File: src/rtl/seq_pkg.sv
package seq_pkg;
  localparam int unsigned NPH = 6;
  localparam int unsigned KW  = $clog2(NPH);

  typedef enum logic [1:0] {ST_IDLE, ST_ARMED, ST_PULSE} seq_state_e;

  // gate n maps to bit n-1
  function automatic logic [NPH-1:0] pair_of(input logic [KW-1:0] k);
    case (k)
      3'd0:    pair_of = 6'b100001;
      3'd1:    pair_of = 6'b000011;
      3'd2:    pair_of = 6'b000110;
      3'd3:    pair_of = 6'b001100;
      3'd4:    pair_of = 6'b011000;
      3'd5:    pair_of = 6'b110000;
      default: pair_of = '0;
    endcase
  endfunction
endpackage

File: src/rtl/seq_sched.sv
module seq_sched import seq_pkg::*; #(
  parameter int unsigned TW = 16
) (
  input  logic [TW-1:0] ref_i,
  input  logic [KW-1:0] k_i,
  input  logic [TW-1:0] sixth_i,
  input  logic [TW-1:0] delay_i,
  output logic [TW-1:0] due_o
);
  logic [TW-1:0] part [KW];

  for (genvar b = 0; b < KW; b++) begin : g_mul
    assign part[b] = k_i[b] ? TW'(sixth_i << b) : '0;
  end

  always_comb begin
    due_o = ref_i + delay_i;
    for (int b = 0; b < KW; b++) due_o = due_o + part[b];
  end
endmodule

File: src/rtl/seq_ctrl.sv
module seq_ctrl import seq_pkg::*; #(
  parameter int unsigned TW = 16
) (
  input  logic           clk_i,
  input  logic           rst_ni,
  input  logic           go_i,
  input  logic [TW-1:0]  timer_i,
  input  logic [TW-1:0]  crossing_i,
  input  logic [TW-1:0]  period_i,
  input  logic [TW-1:0]  width_i,
  input  logic           due_hit_i,
  input  logic [NPH-1:0] pair_i,
  output logic [TW-1:0]  ref_o,
  output logic [KW-1:0]  k_o,
  output logic           active_o,
  output logic [NPH-1:0] gates_o
);
  localparam logic [KW-1:0] KLAST = KW'(NPH - 1);

  seq_state_e state_q;
  logic [TW-1:0] fall_q;

  always_ff @(posedge clk_i or negedge rst_ni) begin
    if (!rst_ni) begin
      state_q <= ST_IDLE;
      ref_o   <= '0;
      k_o     <= '0;
      fall_q  <= '0;
      gates_o <= '0;
    end else if (!go_i) begin
      state_q <= ST_IDLE;
      k_o     <= '0;
      gates_o <= '0;
    end else begin
      unique case (state_q)
        ST_IDLE: begin
          ref_o   <= crossing_i;
          k_o     <= '0;
          state_q <= ST_ARMED;
        end
        ST_ARMED: if (due_hit_i) begin
          gates_o <= pair_i;
          fall_q  <= timer_i + width_i;
          state_q <= ST_PULSE;
        end
        ST_PULSE: if (timer_i == fall_q) begin
          gates_o <= '0;
          state_q <= ST_ARMED;
          if (k_o == KLAST) begin
            k_o   <= '0;
            ref_o <= ref_o + period_i;
          end else begin
            k_o <= k_o + 1'b1;
          end
        end
        default: state_q <= ST_IDLE;
      endcase
    end
  end

  assign active_o = (state_q != ST_IDLE);
endmodule

File: src/rtl/gate_sequencer.sv
module gate_sequencer import seq_pkg::*; #(
  parameter int unsigned TW = 16
) (
  input  logic           clk_i,
  input  logic           rst_ni,
  input  logic           run_i,
  input  logic           lock_i,
  input  logic [TW-1:0]  timer_i,
  input  logic [TW-1:0]  crossing_i,
  input  logic [TW-1:0]  period_i,
  input  logic [TW-1:0]  sixth_i,
  input  logic [TW-1:0]  delay_i,
  input  logic [TW-1:0]  width_i,
  output logic [NPH-1:0] gates_o
);
  logic [TW-1:0] ref_q;
  logic [KW-1:0] k_q;
  logic          active_q;
  logic [TW-1:0] due;

  seq_sched #(.TW(TW)) u_sched (
    .ref_i(ref_q), .k_i(k_q), .sixth_i(sixth_i), .delay_i(delay_i), .due_o(due)
  );

  seq_ctrl #(.TW(TW)) u_ctrl (
    .clk_i, .rst_ni,
    .go_i(run_i && lock_i),
    .timer_i, .crossing_i, .period_i, .width_i,
    .due_hit_i(timer_i == due),
    .pair_i(pair_of(k_q)),
    .ref_o(ref_q), .k_o(k_q), .active_o(active_q), .gates_o
  );
endmodule

File: config.mk
export PLATFORM = sky130hd
export DESIGN_NAME = gate_sequencer
export DESIGN_NICKNAME = d
export VERILOG_FILES = /design/src/rtl/seq_pkg.sv /design/src/rtl/seq_sched.sv /design/src/rtl/seq_ctrl.sv /design/src/rtl/gate_sequencer.sv
export SDC_FILE = /design/constraint.sdc
export NUM_CORES = 1
export LEC_CHECK = 0
export ABC_CLOCK_PERIOD_IN_PS = 5750
export BUFFER_PORTS_ARGS = -buffer_cell sky130_fd_sc_hd__buf_4
export CORE_ASPECT_RATIO = 0.75
export CORE_MARGIN = 2
export CORE_UTILIZATION = 58
export CTS_CLUSTER_DIAMETER = 50
export DETAILED_ROUTE_END_ITERATION = 6
export GPL_TIMING_DRIVEN = 0
export HOLD_SLACK_MARGIN = 0.06
export PLACE_DENSITY = 0.94
export SYNTH_ARGS = -nofsm -noshare
export SYNTH_HDL_FRONTEND = slang
export SYNTH_SLANG_ARGS = --single-unit
File: constraint.sdc
create_clock -name clk_i -period 5.75 [get_ports clk_i]
set_input_delay 0.8625 -clock clk_i [delete_from_list [all_inputs] [get_ports clk_i]]
set_output_delay 0.8625 -clock clk_i [all_outputs]
set_load 0.02 [all_outputs]
# ---- Word-level counts from Yosys, hierarchy flattened
# Index checks and enable logic that the tools add are counted.
dict set report op_classes {
  n_addsub 7
  n_mul 0
  div 0
  order_cmp 0
  eq_ne 15
  n_shift 0
  muxes 19
  bitwise 0
  n_reduce_logical 9
}
# cell count
set op_table {}
lappend op_table {{16-bit adder} 6}
lappend op_table {{16-bit 2-to-1 mux} 5}
lappend op_table {{6-bit one-hot mux with 6 select lines} 1}
lappend op_table {{16-bit == test} 2}
lappend op_table {{16-bit one-hot mux with 2 select lines} 1}
lappend op_table {{6-bit 2-to-1 mux} 3}
lappend op_table {{3-bit != test, second input constant} 4}
lappend op_table {{6-bit one-hot mux with 2 select lines} 1}
lappend op_table {{3-bit 2-to-1 mux} 3}
lappend op_table {{3-bit by 2-bit == test with 1-bit output, second input constant} 2}
lappend op_table {{3-bit == test, second input constant} 2}
lappend op_table {{2-bit 2-to-1 mux} 3}
lappend op_table {{2-bit one-hot mux with 3 select lines} 1}
lappend op_table {{3-bit one-hot mux with 2 select lines} 1}
lappend op_table {{3-bit AND reduction} 2}
lappend op_table {{2-bit by 1-bit != test with 1-bit output, second input constant} 2}
lappend op_table {{2-bit AND reduction} 2}
lappend op_table {{4-bit AND reduction} 1}
lappend op_table {{3-bit by 1-bit adder with 3-bit output, second input constant} 1}
lappend op_table {{3-bit by 1-bit == test with 1-bit output, second input constant} 1}
lappend op_table {{3-bit zero test} 1}
lappend op_table {{2-bit by 1-bit == test with 1-bit output, second input constant} 1}
lappend op_table {{2-bit == test, second input constant} 1}
lappend op_table {{2-bit zero test} 1}
lappend op_table {{other kinds (2)} 2}
dict set report totals {
  register_bits 43
  latchBits 0
  ram_bits 0
  rom_bits 0
  input_bits 100
  output_inout_bits 6
  word_cells 55
  memories 0
}

# ---- Depth between registers and ports, before layout
# Gate-level depths: netlist (run 1).
dict set report logic_depth {
  word_depth 8
  mapped_depth 18
  ltp_nobuf 15
}

# ---- Cells and area by module
# A second synthesis (run 1) with hierarchy kept.
dict set report unflattened {
  hier_cells 683
  area_unflattened_um2 5664.2
}
# module instances cells_per_inst area_per_inst_um2 seq_area_each_um2
set by_module_without_submodules {}
lappend by_module_without_submodules {seq_ctrl 1 389 3422.0 1076.0}
lappend by_module_without_submodules {seq_sched 1 264 2009.4 0.0}
lappend by_module_without_submodules {gate_sequencer 1 30 232.7 0.0}

# ---- Worst setup path after synthesis (run 1)
# Ideal clock, no wire load.
dict set report synth_timing {
  path_type {register to register}
  startpoint {register u_ctrl.k_o[2]}
  endpoint {register u_ctrl.gates_o[4]}
  setup_time_ns 0.118
  t_arrival_ns 4.971
  required_time_ns 5.632
  slack_ns 0.660
  stages_incl_launch_ff 18
  n_path_buf 2
  synth_period_minus_slack_ns 5.090
  path_cell_list {dfrtp_1 -> clkbuf_1 -> buf_1 -> nand2_1 -> fa_1 -> fa_1 -> inv_1 -> fa_1 -> ha_1 -> fa_1 -> a21o_1 -> a221oi_2 -> o311ai_1 -> a21oi_1 -> o211ai_1 -> o41ai_4 -> a31oi_2 -> a2bb2o_4}
}
dict set report synth_via {
  elab_chain_cells 5
  word_cells_on_any_way 15
  classes_between {add/sub (1); eq/ne (7); mux (5); reduce/logical (2)}
}
# element line
set synth_lines {}
lappend synth_lines {{start, declared} seq_ctrl.sv:14} ;# output logic [KW-1:0] k_o,
lappend synth_lines {{start signal, assigned} seq_ctrl.sv:53} ;# k_o <= k_o + 1'b1;
lappend synth_lines {{16-bit 2-to-1 mux (tied with other cells)} seq_sched.sv:13} ;# assign part[b] = k_i[b] ? TW'(sixth_i << b) : '0;
lappend synth_lines {{16-bit adder / 6-bit one-hot mux with 6 select lines (equally long branches)} {seq_sched.sv:18, seq_pkg.sv:9}}
lappend synth_lines {{16-bit == test / 6-bit 2-to-1 mux (equally long branches)} {gate_sequencer.sv:29, seq_ctrl.sv:41}}
lappend synth_lines {{3-bit != test (no source line) / 6-bit one-hot mux with 2 select lines (equally long branches)} n/a}
lappend synth_lines {{3-bit AND reduction (no source line) / 6-bit 2-to-1 mux (equally long branches)} n/a}
lappend synth_lines {{end signal, assigned} seq_ctrl.sv:42} ;# gates_o <= pair_i;
lappend synth_lines {{end, declared} seq_ctrl.sv:16} ;# output logic [NPH-1:0] gates_o
# Several ways; a longest one is shown, not always the timed one. The select of a mux whose other input is x is not followed.
# A chain may end at the register's enable or synchronous reset.

# ---- Worst setup path after layout (run 1)
# Same ends and word-level chain as after synthesis.

==> metrics.md, run 1 <==
| Metric | Value |
|---|---|
| Post-synthesis cell type count | 65 |
| IO Port Bufs | 105 |
| Post-route antenna net violation count | 0 |
| Max rail drop VDD | 104 uV |
| Most common library cells after synthesis | sky130_fd_sc_hd__nand2_1 (73), sky130_fd_sc_hd__inv_1 (60), sky130_fd_sc_hd__xnor2_1 (58), sky130_fd_sc_hd__ha_1 (47), sky130_fd_sc_hd__fa_1 (45) |
| Primary FF master, synth | sky130_fd_sc_hd__dfrtp_1 |
| GRT Util Overall | 27.7% |
| Global-route wire length before repair | 24300 um |
| Total of warnings raised by yosys | 0 |
| Area growth from synthesis to layout | 19.1% |
| Final Util | 70.7% |
| End of the worst register-to-register path | u_ctrl.gates_o[4] |
| Post-Syn Instances | 634 |
| Via density | 5.78 |
| Fraction of registers with async set or reset after synthesis | 100% |
| H-tree Lvls | 2 |
| Maximum clock frequency | 182 MHz |
| Endpoint kind of the worst setup timing path | flip-flop |
| Portion of the post-synthesis area used by sequential elements | 18.9% |
| CTS Buf Count | 5 |
| Most frequent cell after synthesis | sky130_fd_sc_hd__nand2_1 |
| Post-detailed-routing wire length | 14100 um |
| Critical Path Sink | u_ctrl.gates_o[4] |
| Largest area contributor in the netlist | sky130_fd_sc_hd__dfrtp_1 |
| Hold Crit Class | flip-flop to flip-flop |
| Final Cycle Share | 95.4% |
| Die boundary height | 89.9 um |
| Beginning of the worst register-to-register path | u_ctrl.k_o[2] |
| Area of the placeable core | 9620 um2 |
| Pin count of the biggest net entering global routing | 44 |
| Final Max Tran Viols | 0 |
| Final critical path time including I/O delays and setup | 5.48 ns |
| Kind of start point of the critical path | flip-flop |
| Mapped Nets | 826 |
| Setup repair after global routing missed its margin | no |
| Number of antenna diodes | 0 |
| Final nets | 935 |
| Leakage component of the power | 3.19 nW |
| Worst slew margin relative to its limit | 36.2% |
| Initial antenna violation count | 0 |
| Initial cell density of the core | 59.3% |
| Wire length per cell | 16.1 um |
| Number of search-and-repair iterations in the first detailed-routing pass | 5 |
| Worst slew pin tran | 0.949 ns |
| Clk slew on worst S/H paths | 0.06 ns |
| Via count | 5056 |
| Share of post-route cells with drive strength above 1 | 19.9% |
| Maximum clock skew at final layout | 0.00694 ns |
| Mean post-synth cell area | 9.00 um2 |
| Critical path arrival | 5.67 ns |
| Overall power of the completed layout | 0.00141 W |
| Buffers inserted by post-CTS timing repair | 0 |
| Drt initial violations | 295 |
| Number of I/O pins | 106 |
| Register-to-register path setup slack | 0.27 ns |
| Placed wire-length estimate after detailed placement | 11400 um |
| Number of synthesized flops with an enable pin | 0 |
| Required @ worst endpoint | 5.93 ns |
| Max-capacitance violation count | 0 |
| Path type of the worst setup path | flip-flop to flip-flop |
| TritonCTS Sinks | 43 |
| CTS tree | yes |
| Floorplan row count | 31 |
| Clock latency of the later-clocked register in the worst-skew pair | 0.29 ns |
| CTS root buf | sky130_fd_sc_hd__clkbuf_16 |
| Run status | finished, final reports clean |
| Via count of the first global-routing pass | 5252 |
| Maximum clock insertion buffer count | 2 |
| Power density normalized to cell area | 207 nW/um2 |
| Die width | 119 um |
| Highest fanout seen on the critical path | 11 |
| Critical Path Start | u_ctrl.k_o[2] |
| Post-synth top area share | 18.9% |
| Post-synthesis instance area | 5710 um2 |
| Total of flip-flops plus latches after synthesis | 43 |
| Die Area | 10700 um2 |
| Area contributors post-synth | sky130_fd_sc_hd__dfrtp_1 (19%), sky130_fd_sc_hd__fa_1 (16%), sky130_fd_sc_hd__ha_1 (10%) |
| Final weighted congestion in routability-driven placement | 0.873 |
| Remaining global-route overflow | 0 |
| DR DRC count | 0 |
| Final number of setup-violating endpoints | 0 |
| Path depth of the worst reg2reg path | 16 |
| Final-report hold violation count | 0 |
cells by family after synthesis:
logic type / after synthesis / synth area share, %
fa+ha+maj: 92 / 26.1
simple gates: 196 / 16.9
buf+inv: 75 / 5.11
flops: 43 / 18.9
compound gates: 125 / 15.4
xor+xnor: 71 / 11.1
mux: 32 / 6.53
how the worst min path moves through the flow:
stage	slack, ns	cells past startpoint	end	startpoint
after global placement	0.48	1	u_ctrl.gates_o[0]	u_ctrl.gates_o[0]
after floorplan	0.48	2	u_ctrl.ref_o[0]	u_ctrl.ref_o[0]
after detailed placement	0.49	1	u_ctrl.gates_o[2]	u_ctrl.gates_o[2]
after CTS	0.51	1	u_ctrl.gates_o[2]	u_ctrl.gates_o[2]
after global routing	0.54	1	u_ctrl.gates_o[0]	u_ctrl.gates_o[0]
final	0.51	1	u_ctrl.gates_o[5]	u_ctrl.gates_o[5]
registers in the layout, indices dropped and copies added, names as in the netlist:
signal / count
u_ctrl.gates_o: 6
u_ctrl.fall_q: 16
u_ctrl.ref_o: 16
u_ctrl.k_o: 3
u_ctrl.state_q: 2
critical path, cell delays in order, from the launching register on:
cell and delay (ns):
sky130_fd_sc_hd__dfrtp_2 0.49, sky130_fd_sc_hd__buf_2 0.30, sky130_fd_sc_hd__nand2_1 0.11, sky130_fd_sc_hd__fa_1 0.50, sky130_fd_sc_hd__fa_1 0.55, sky130_fd_sc_hd__inv_1 0.05, sky130_fd_sc_hd__fa_1 0.46, sky130_fd_sc_hd__ha_1 0.25
sky130_fd_sc_hd__fa_1 0.43, sky130_fd_sc_hd__a21o_1 0.21, sky130_fd_sc_hd__a221oi_2 0.43, sky130_fd_sc_hd__o311ai_1 0.17, sky130_fd_sc_hd__a21oi_1 0.32, sky130_fd_sc_hd__o211ai_1 0.21, sky130_fd_sc_hd__o41ai_4 0.36, sky130_fd_sc_hd__a31oi_2 0.25
sky130_fd_sc_hd__a2bb2o_4 0.27
cells in the final DEF (no fill, tap or decap), types with 7 or more instances in the layout:
cell type / netlist / final
sky130_fd_sc_hd__a21oi_1: 29 / 29
sky130_fd_sc_hd__o211ai_1: 9 / 9
sky130_fd_sc_hd__inv_1: 60 / 60
sky130_fd_sc_hd__mux2_4: 9 / 9
sky130_fd_sc_hd__nand3_1: 13 / 13
sky130_fd_sc_hd__dfrtp_1: 43 / 41
sky130_fd_sc_hd__fa_1: 45 / 45
sky130_fd_sc_hd__xor2_1: 12 / 12
sky130_fd_sc_hd__nand2_1: 73 / 73
sky130_fd_sc_hd__and2_1: 13 / 13
sky130_fd_sc_hd__nor3_1: 14 / 14
sky130_fd_sc_hd__nand2b_1: 10 / 10
sky130_fd_sc_hd__o21ai_0: 37 / 37
sky130_fd_sc_hd__clkbuf_1: 11 / 7
sky130_fd_sc_hd__buf_4: 0 / 105
sky130_fd_sc_hd__nor2_1: 34 / 34
sky130_fd_sc_hd__ha_1: 47 / 47
sky130_fd_sc_hd__mux2i_1: 17 / 17
sky130_fd_sc_hd__xnor2_1: 58 / 58
per-layer routing:
| metal | vias to the layer above | part of all wire (%) | GRT usage [%] |
|---|---|---|---|
| met3 | 33 | 6.4 | 5.77 |
| met2 | 190 | 47 | 44.1 |
| met5 | - | 0 | 0 |
| li1 | 2401 | - | - |
| met1 | 2432 | 44 | 38.1 |
| met4 | 0 | 2.3 | 9.03 |
metrics by stage:
step	setup slack [ns]	setup TNS, ns	cells	area (um2)	hold WS (ns)
floorplan	0.660	0	634	5710	0.475
global placement	0.107	0	871	6660	0.479
detailed placement	-0.0933	-0.848	871	6660	0.492
CTS	0.0300	0	878	6810	0.515
global route	0.0153	0	875	6800	0.536
finish	0.266	0	875	6800	0.509
where the power goes:
part,total [W],switching [W],internal (W)
combinational,0.000767,0.000417,0.000350
clock,0.000288,0.000118,0.000170
sequential,0.000356,0.0000288,0.000327
total,0.00141,0.000564,0.000846
final cells by class:
class	instances	area [um2]
fillers	704	2820
clock inverters	1	5.00
well taps	132	165
repair buffers	105	788
multi-input cells	516	4340
clock buffers	6	139
inverters	60	225
plain buffers	12	57.6
flip-flops and latches	43	1080
what timing repair did:
item                                   4_1_cts  5_1_grt
setup endpoints to repair                   16       24
hold buffers                                 0        0
gates resized for setup                      2        2
endpoints found under the hold margin        0        0
Power figures use the tool's default switching activity.
==> run 2, diff against run 1 <==
--- a/config.mk
+++ b/config.mk
@@ -5,16 +5,15 @@
 export SDC_FILE = /design/constraint.sdc
 export NUM_CORES = 1
 export LEC_CHECK = 0
-export ABC_CLOCK_PERIOD_IN_PS = 5750
+export ABC_CLOCK_PERIOD_IN_PS = 6500
 export BUFFER_PORTS_ARGS = -buffer_cell sky130_fd_sc_hd__buf_4
-export CORE_ASPECT_RATIO = 0.75
 export CORE_MARGIN = 2
-export CORE_UTILIZATION = 58
+export CORE_UTILIZATION = 60
 export CTS_CLUSTER_DIAMETER = 50
 export DETAILED_ROUTE_END_ITERATION = 6
 export GPL_TIMING_DRIVEN = 0
 export HOLD_SLACK_MARGIN = 0.06
-export PLACE_DENSITY = 0.94
+export PLACE_DENSITY = 0.95
 export SYNTH_ARGS = -nofsm -noshare
 export SYNTH_HDL_FRONTEND = slang
 export SYNTH_SLANG_ARGS = --single-unit
==> constraint.sdc (replaced) <==
create_clock -name clk_i -period 6.5 [get_ports clk_i]
set_input_delay 0.975 -clock clk_i [delete_from_list [all_inputs] [get_ports clk_i]]
set_output_delay 0.975 -clock clk_i [all_outputs]
set_load 0.02 [all_outputs]
==> run 2 against run 1 <==
Effect of this change: clock skew up 0.0034 ns; first-iteration DRC count shrank 9.5%; highest routed layer unchanged; utilization up 2.6 points; sequential power fell by 12%; wire length grew 0.69%; hold slack got worse by 0.0017 ns; power shrank 13%; fmax shrank 7.2%; global-route usage up 0.40 points; non-clock buffer count up 3; combinational power is 11% lower; largest cell class unchanged.
==> metrics.md, run 2 (synthesized netlist as in run 1, its figures left out) <==
| Metric | Value |
|---|---|
| Initial antenna violation count | 0 |
| Via density | 5.84 |
| Worst slew pin tran | 0.867 ns |
| Run status | finished, final reports clean |
| Post-route antenna net violation count | 0 |
| Critical path's most frequent cell | sky130_fd_sc_hd__fa_1 |
| Die Area | 10300 um2 |
| Slowest cell on the critical path | sky130_fd_sc_hd__fa_1 |
| Path depth of the worst reg2reg path | 17 |
| Placed wire-length estimate after detailed placement | 11400 um |
| Via count | 5112 |
| Final Util | 73.3% |
| Min-Delay Endpoint | u_ctrl.gates_o[1] |
| Internal power of the cells | 0.000723 W |
| Min-delay src | u_ctrl.gates_o[1] |
| Number of search-and-repair iterations in the first detailed-routing pass | 5 |
| Path type of the worst setup path | flip-flop to flip-flop |
| DR DRC count | 0 |
| Drt initial violations | 267 |
| Registers with the highest flip-flop counts | u_ctrl.fall_q: 16 flops, u_ctrl.ref_o: 16 flops, u_ctrl.gates_o: 6 flops |
| Cells resized by post-CTS repair | 0 |
| Final Max Tran Viols | 0 |
| Required @ worst endpoint | 6.70 ns |
| Max rail drop VDD | 107 uV |
| Clock latency of the later-clocked register in the worst-skew pair | 0.31 ns |
| Final critical path time including I/O delays and setup | 5.91 ns |
| Die width | 102 um |
| Number of antenna diodes | 0 |
| TritonCTS Sinks | 43 |
| Number of I/O pins | 106 |
| Maximum clock insertion buffer count | 2 |
| Power share of the sequential group | 25.7% |
| CTS root buf | sky130_fd_sc_hd__clkbuf_8 |
| Most common library cell in the layout ignoring fill and taps | sky130_fd_sc_hd__buf_4 |
| Remaining global-route overflow | 0 |
| IO Port Bufs | 105 |
| Global-route wire length before repair | 23300 um |
| Commonest non-fill, non-tap cells in the layout | sky130_fd_sc_hd__buf_4 (105), sky130_fd_sc_hd__nand2_1 (73), sky130_fd_sc_hd__inv_1 (60) |
| Area growth from synthesis to layout | 18.7% |
| Switch share | 41.1% |
| Area of the placeable core | 9240 um2 |
| Setup repair after global routing missed its margin | no |
| H-tree Lvls | 2 |
| Part of the total power dissipated in combinational logic | 55.4% |
| Maximum clock frequency | 169 MHz |
| Max-capacitance violation count | 0 |
| Critical path arrival | 6.11 ns |
| Highest fanout seen on the critical path | 10 |
| Hold Path Cell Cnt | 1 |
| Endpoint kind of the worst setup timing path | flip-flop |
| Beginning of the worst register-to-register path | u_ctrl.k_o[2] |
| Critical path, cell by cell | clkbuf_1 -> buf_1 -> nand2_1 -> fa_1 -> fa_1 -> inv_1 -> fa_1 -> ha_1 -> fa_1 -> a21o_1 -> a221oi_2 -> o311ai_1 -> a21oi_1 -> o211ai_1 -> o41ai_4 -> a31oi_2 -> a2bb2o_4 |
| CTS tree | yes |
| GRT Util Overall | 28.1% |
| Final Cycle Share | 90.9% |
| Aggregate negative setup slack | 0 ns |
| Power density normalized to cell area | 181 nW/um2 |
| Worst slew margin relative to its limit | 41.7% |
| Share of post-route cells with drive strength above 1 | 19.4% |
| Pin count of the biggest net entering global routing | 44 |
| Die boundary height | 102 um |
| End of the worst register-to-register path | u_ctrl.gates_o[4] |
| Final weighted congestion in routability-driven placement | 0.859 |
| Worst hold-check slack | 0.507 ns |
| Reported net switching power | 0.000504 W |
| Final-report hold violation count | 0 |
| Maximum clock skew at final layout | 0.0103 ns |
| CP peak stage delay | 0.54 ns |
| Floorplan row count | 35 |
| Clk network pwr share | 18.9% |
| Wire length per cell | 16.2 um |
| Final nets | 938 |
| Clk slew on worst S/H paths | 0.10 ns |
| Initial cell density of the core | 61.8% |
| Buffers inserted by post-CTS timing repair | 0 |
| Leakage component of the power | 3.18 nW |
| Via count of the first global-routing pass | 5236 |
| Final number of setup-violating endpoints | 0 |
| Post-detailed-routing wire length | 14200 um |
| Kind of start point of the critical path | flip-flop |
| Post-cts hold buffer count | 0 |
| Hold Crit Class | flip-flop to flip-flop |
| Register-to-register path setup slack | 0.59 ns |
| CTS Buf Count | 5 |
## run 2: how the worst max path moves through the flow
stage             startpoint           endpoint  slack (ns)  cells after the start
4_1_cts        u_ctrl.k_o[2]  u_ctrl.gates_o[4]        0.69                     17
2_1_floorplan     sixth_i[1]  u_ctrl.gates_o[4]        1.35                     15
6_report       u_ctrl.k_o[2]  u_ctrl.gates_o[4]        0.59                     17
3_5_place_dp   u_ctrl.k_o[2]  u_ctrl.gates_o[4]        0.72                     17
5_1_grt        u_ctrl.k_o[1]  u_ctrl.gates_o[4]        0.37                     17
3_3_place_gp   u_ctrl.k_o[1]  u_ctrl.gates_o[4]        0.88                     17
## run 2: critical path: cells and delay by family (launching register included)
kind                     cells  cell delay (ns)
AO/OA/AOI/OAI                8             2.21
adder cells (fa/ha/maj)      5             2.19
buffers and inverters        3             0.90
flip-flops                   1             0.35
AND/OR/NAND/NOR              1             0.15
## run 2: cell type report
type,instances,area [um2]
clock buffers,6,82.6
fillers,647,2460
flip-flops and latches,43,1080
multi-input cells,516,4340
clock inverters,2,35.0
plain buffers,15,66.3
inverters,60,225
well taps,129,161
repair buffers,105,788
## run 2: per-layer routing
| metal | vias to the layer above | share of wire, % | GRT usage [%] |
|---|---|---|---|
| met5 | - | 0 | 0 |
| met4 | 0 | 3.3 | 10.9 |
| met3 | 47 | 5.7 | 3.24 |
| met2 | 199 | 51 | 49.9 |
| met1 | 2462 | 40 | 34.9 |
| li1 | 2404 | - | - |
## run 2: power by group through the flow
stage	sequential, W	clock [W]	combinational, W
4_1_cts	0.000315	0.000231	0.000673
5_1_grt	0.000318	0.000240	0.000748
6_report	0.000315	0.000232	0.000679
3_3_place_gp	0.000319	0	0.000627
3_5_place_dp	0.000320	0	0.000664
2_1_floorplan	0.000313	0	0.000499
## run 2: metrics by stage
| step | cells | total power (W) | area [um2] | setup slack, ns |
|---|---|---|---|---|
| finish | 876 | 0.00123 | 6780 | 0.590 |
| global route | 876 | 0.00131 | 6780 | 0.367 |
| CTS | 876 | 0.00122 | 6780 | 0.689 |
| detailed placement | 868 | 0.000984 | 6660 | 0.718 |
| global placement | 868 | 0.000946 | 6660 | 0.880 |
| floorplan | 634 | 0.000812 | 5710 | 1.35 |
==> run 3, diff against run 2 <==
--- a/config.mk
+++ b/config.mk
@@ -16,4 +16,5 @@
 export PLACE_DENSITY = 0.95
 export SYNTH_ARGS = -nofsm -noshare
 export SYNTH_HDL_FRONTEND = slang
+export SYNTH_HIERARCHICAL = 1
 export SYNTH_SLANG_ARGS = --single-unit
==> run 3 against run 2 <==
Effect of this change: clock power fell by 25%; power down 8.3%; critical path depth is 4 higher; register-to-register slack got worse by 0.21 ns; synthesized cell count grew 7.6%; combinational power decreased by 4.6%; utilization shrank 0.63 points; design area fell by 1.3%; global-route usage increased by 3.2 points; largest cell class unchanged; largest power group unchanged.
==> metrics.md, run 3 <==
| Metric | Value |
|---|---|
| H-tree Lvls | 2 |
| Placed wire-length estimate after detailed placement | 12500 um |
| Via count | 5315 |
| Floorplan row count | 35 |
| Post-Syn Instances | 682 |
| Area growth from synthesis to layout | 18.2% |
| Leakage component of the power | 3.30 nW |
| Maximum clock insertion buffer count | 2 |
| Worst slew pin tran | 0.700 ns |
| Final Cycle Share | 95.5% |
| Share of post-route cells with drive strength above 1 | 17.6% |
| Hold Crit Class | flip-flop to flip-flop |
| Drt initial violations | 213 |
| Initial cell density of the core | 61.5% |
| Die width | 101 um |
| Post-synthesis instance area | 5660 um2 |
| Final Max Tran Viols | 0 |
| Most common library cell in the layout ignoring fill and taps | sky130_fd_sc_hd__buf_4 |
| Worst Slack Setup Final | 0.295 ns |
| CTS tree | yes |
| Post-route antenna net violation count | 0 |
| Combined area of the multi-input logic cells | 4140 um2 |
| Worst slew margin relative to its limit | 53.4% |
| Required @ worst endpoint | 6.66 ns |
| Kind of start point of the critical path | input port |
| Number of antenna diodes | 0 |
| Commonest non-fill, non-tap cells in the layout | sky130_fd_sc_hd__buf_4 (106), sky130_fd_sc_hd__inv_1 (102), sky130_fd_sc_hd__nand2_1 (86) |
| CTS root buf | sky130_fd_sc_hd__clkbuf_8 |
| Total of warnings raised by yosys | 6 |
| Number of search-and-repair iterations in the first detailed-routing pass | 5 |
| Registers with the highest flip-flop counts | u_ctrl/fall_q: 16 flops, u_ctrl/ref_o: 16 flops, u_ctrl/gates_o: 6 flops |
| Max-capacitance violation count | 0 |
| Post-cts hold buffer count | 0 |
| TritonCTS Sinks | 43 |
| Die Area | 10200 um2 |
| Worst-case setup slack after placement | -0.159 ns |
| Global-route wire length before repair | 25300 um |
| Endpoint kind of the worst setup timing path | flip-flop |
| Seq. cell area | 1080 um2 |
| Area of the placeable core | 9200 um2 |
| DR DRC count | 0 |
| Aggregate negative setup slack | 0 ns |
| Post-detailed-routing wire length | 15100 um |
| Clock latency of the later-clocked register in the worst-skew pair | 0.30 ns |
| GRT Util Overall | 31.3% |
| Run status | finished, final reports clean |
| Die boundary height | 101 um |
| Initial antenna violation count | 0 |
| Buffers inserted by post-CTS timing repair | 0 |
| Final number of setup-violating endpoints | 0 |
| Clk slew on worst S/H paths | 0.08 ns |
| Wire length per cell | 16.6 um |
| Critical path arrival | 6.36 ns |
| Final weighted congestion in routability-driven placement | 0.923 |
| Via count of the first global-routing pass | 5537 |
| Maximum clock skew at final layout | 0.0129 ns |
| Final critical path time including I/O delays and setup | 6.21 ns |
| CTS Buf Count | 5 |
| Path type of the worst setup path | input port to flip-flop |
| Final nets | 980 |
| Mapped Nets | 869 |
| IO Port Bufs | 105 |
| Highest fanout seen on the critical path | 10 |
| Final-report hold violation count | 0 |
| Via density | 5.87 |
| Max rail drop VDD | 114 uV |
| Remaining global-route overflow | 0 |
| Fillcell total | 646 |
| Pin count of the biggest net entering global routing | 44 |
| Maximum clock frequency | 161 MHz |
| Power density normalized to cell area | 168 nW/um2 |
| Setup repair after global routing missed its margin | no |
| Mean post-synth cell area | 8.30 um2 |
| Number of I/O pins | 106 |
## run 3: final timing paths
| kind | startpoint | end | slack, ns | cells past startpoint |
|---|---|---|---|---|
| hold reg to reg | u_ctrl/fall_q[7] | u_ctrl/fall_q[7] | 0.51 | 2 |
| hold / removal | u_ctrl/fall_q[7] | u_ctrl/fall_q[7] | 0.51 | 2 |
| max in group asynchronous | rst_ni | u_ctrl/k_o[2] | 5.40 | 1 |
| setup / recovery | delay_i[3] | u_ctrl/fall_q[15] | 0.29 | 21 |
| min in group asynchronous | rst_ni | u_ctrl/fall_q[13] | 0.65 | 1 |
| setup reg to reg | u_ctrl/k_o[2] | u_ctrl/fall_q[15] | 0.38 | 22 |
## run 3: critical path: stages
cell	delay, ns
sky130_fd_sc_hd__buf_4	0.08
sky130_fd_sc_hd__inv_1	0.05
sky130_fd_sc_hd__fa_1	0.56
sky130_fd_sc_hd__fa_1	0.43
sky130_fd_sc_hd__fa_1	0.49
sky130_fd_sc_hd__inv_1	0.04
sky130_fd_sc_hd__ha_1	0.21
sky130_fd_sc_hd__fa_1	0.47
sky130_fd_sc_hd__a21oi_1	0.24
sky130_fd_sc_hd__o21ai_1	0.14
sky130_fd_sc_hd__o21ai_0	0.28
sky130_fd_sc_hd__a21oi_1	0.13
sky130_fd_sc_hd__xnor2_1	0.32
sky130_fd_sc_hd__xnor2_1	0.16
sky130_fd_sc_hd__nand4_1	0.15
sky130_fd_sc_hd__nor4_4	0.39
sky130_fd_sc_hd__nand4b_1	0.32
sky130_fd_sc_hd__clkbuf_1	0.34
sky130_fd_sc_hd__clkbuf_1	0.34
sky130_fd_sc_hd__nand2_1	0.13
sky130_fd_sc_hd__o21ai_0	0.11
## run 3: layout make-up
type	instances	share of cell area [%]
multi-input combinational	519	62.0
sequential	43	16.1
timing repair buffer	105	11.8
inverter	102	5.73
tap	111	2.08
clock buffer	6	1.09
buffer	17	1.05
clock inverter	2	0.187
## run 3: report_power, final
group	total, W	switching [W]	internal [W]
clock network	0.000174	0.0000986	0.0000753
logic	0.000648	0.000353	0.000295
registers	0.000304	0.0000198	0.000284
total	0.00113	0.000471	0.000654
## run 3: routing by layer
| layer | up-vias | track usage (%) | share of wire [%] |
|---|---|---|---|
| li1 | 2498 | - | - |
| met4 | 0 | 11.1 | 2.9 |
| met5 | - | 0 | 0 |
| met2 | 261 | 56.0 | 51 |
| met1 | 2511 | 38.4 | 39 |
| met3 | 45 | 4.79 | 7.5 |
## run 3: stage by stage
stage	power [W]	instance area, um2	instances	util, %	hold slack (ns)
finish	0.00113	6690	905	72.7	0.514
global route	0.00122	6690	905	72.7	0.541
CTS	0.00111	6680	906	72.6	0.512
floorplan	0.000760	5660	682	-	0.467
detailed placement	0.000937	6590	898	71.6	0.489
global placement	0.000903	6590	898	71.6	0.479
## run 3: timing repair
action                     CTS  global route
resized for setup            1             5
pin swaps                    0             0
gates cloned                 0             0
hold endpoints to repair     0             0
setup endpoints to repair   15            23
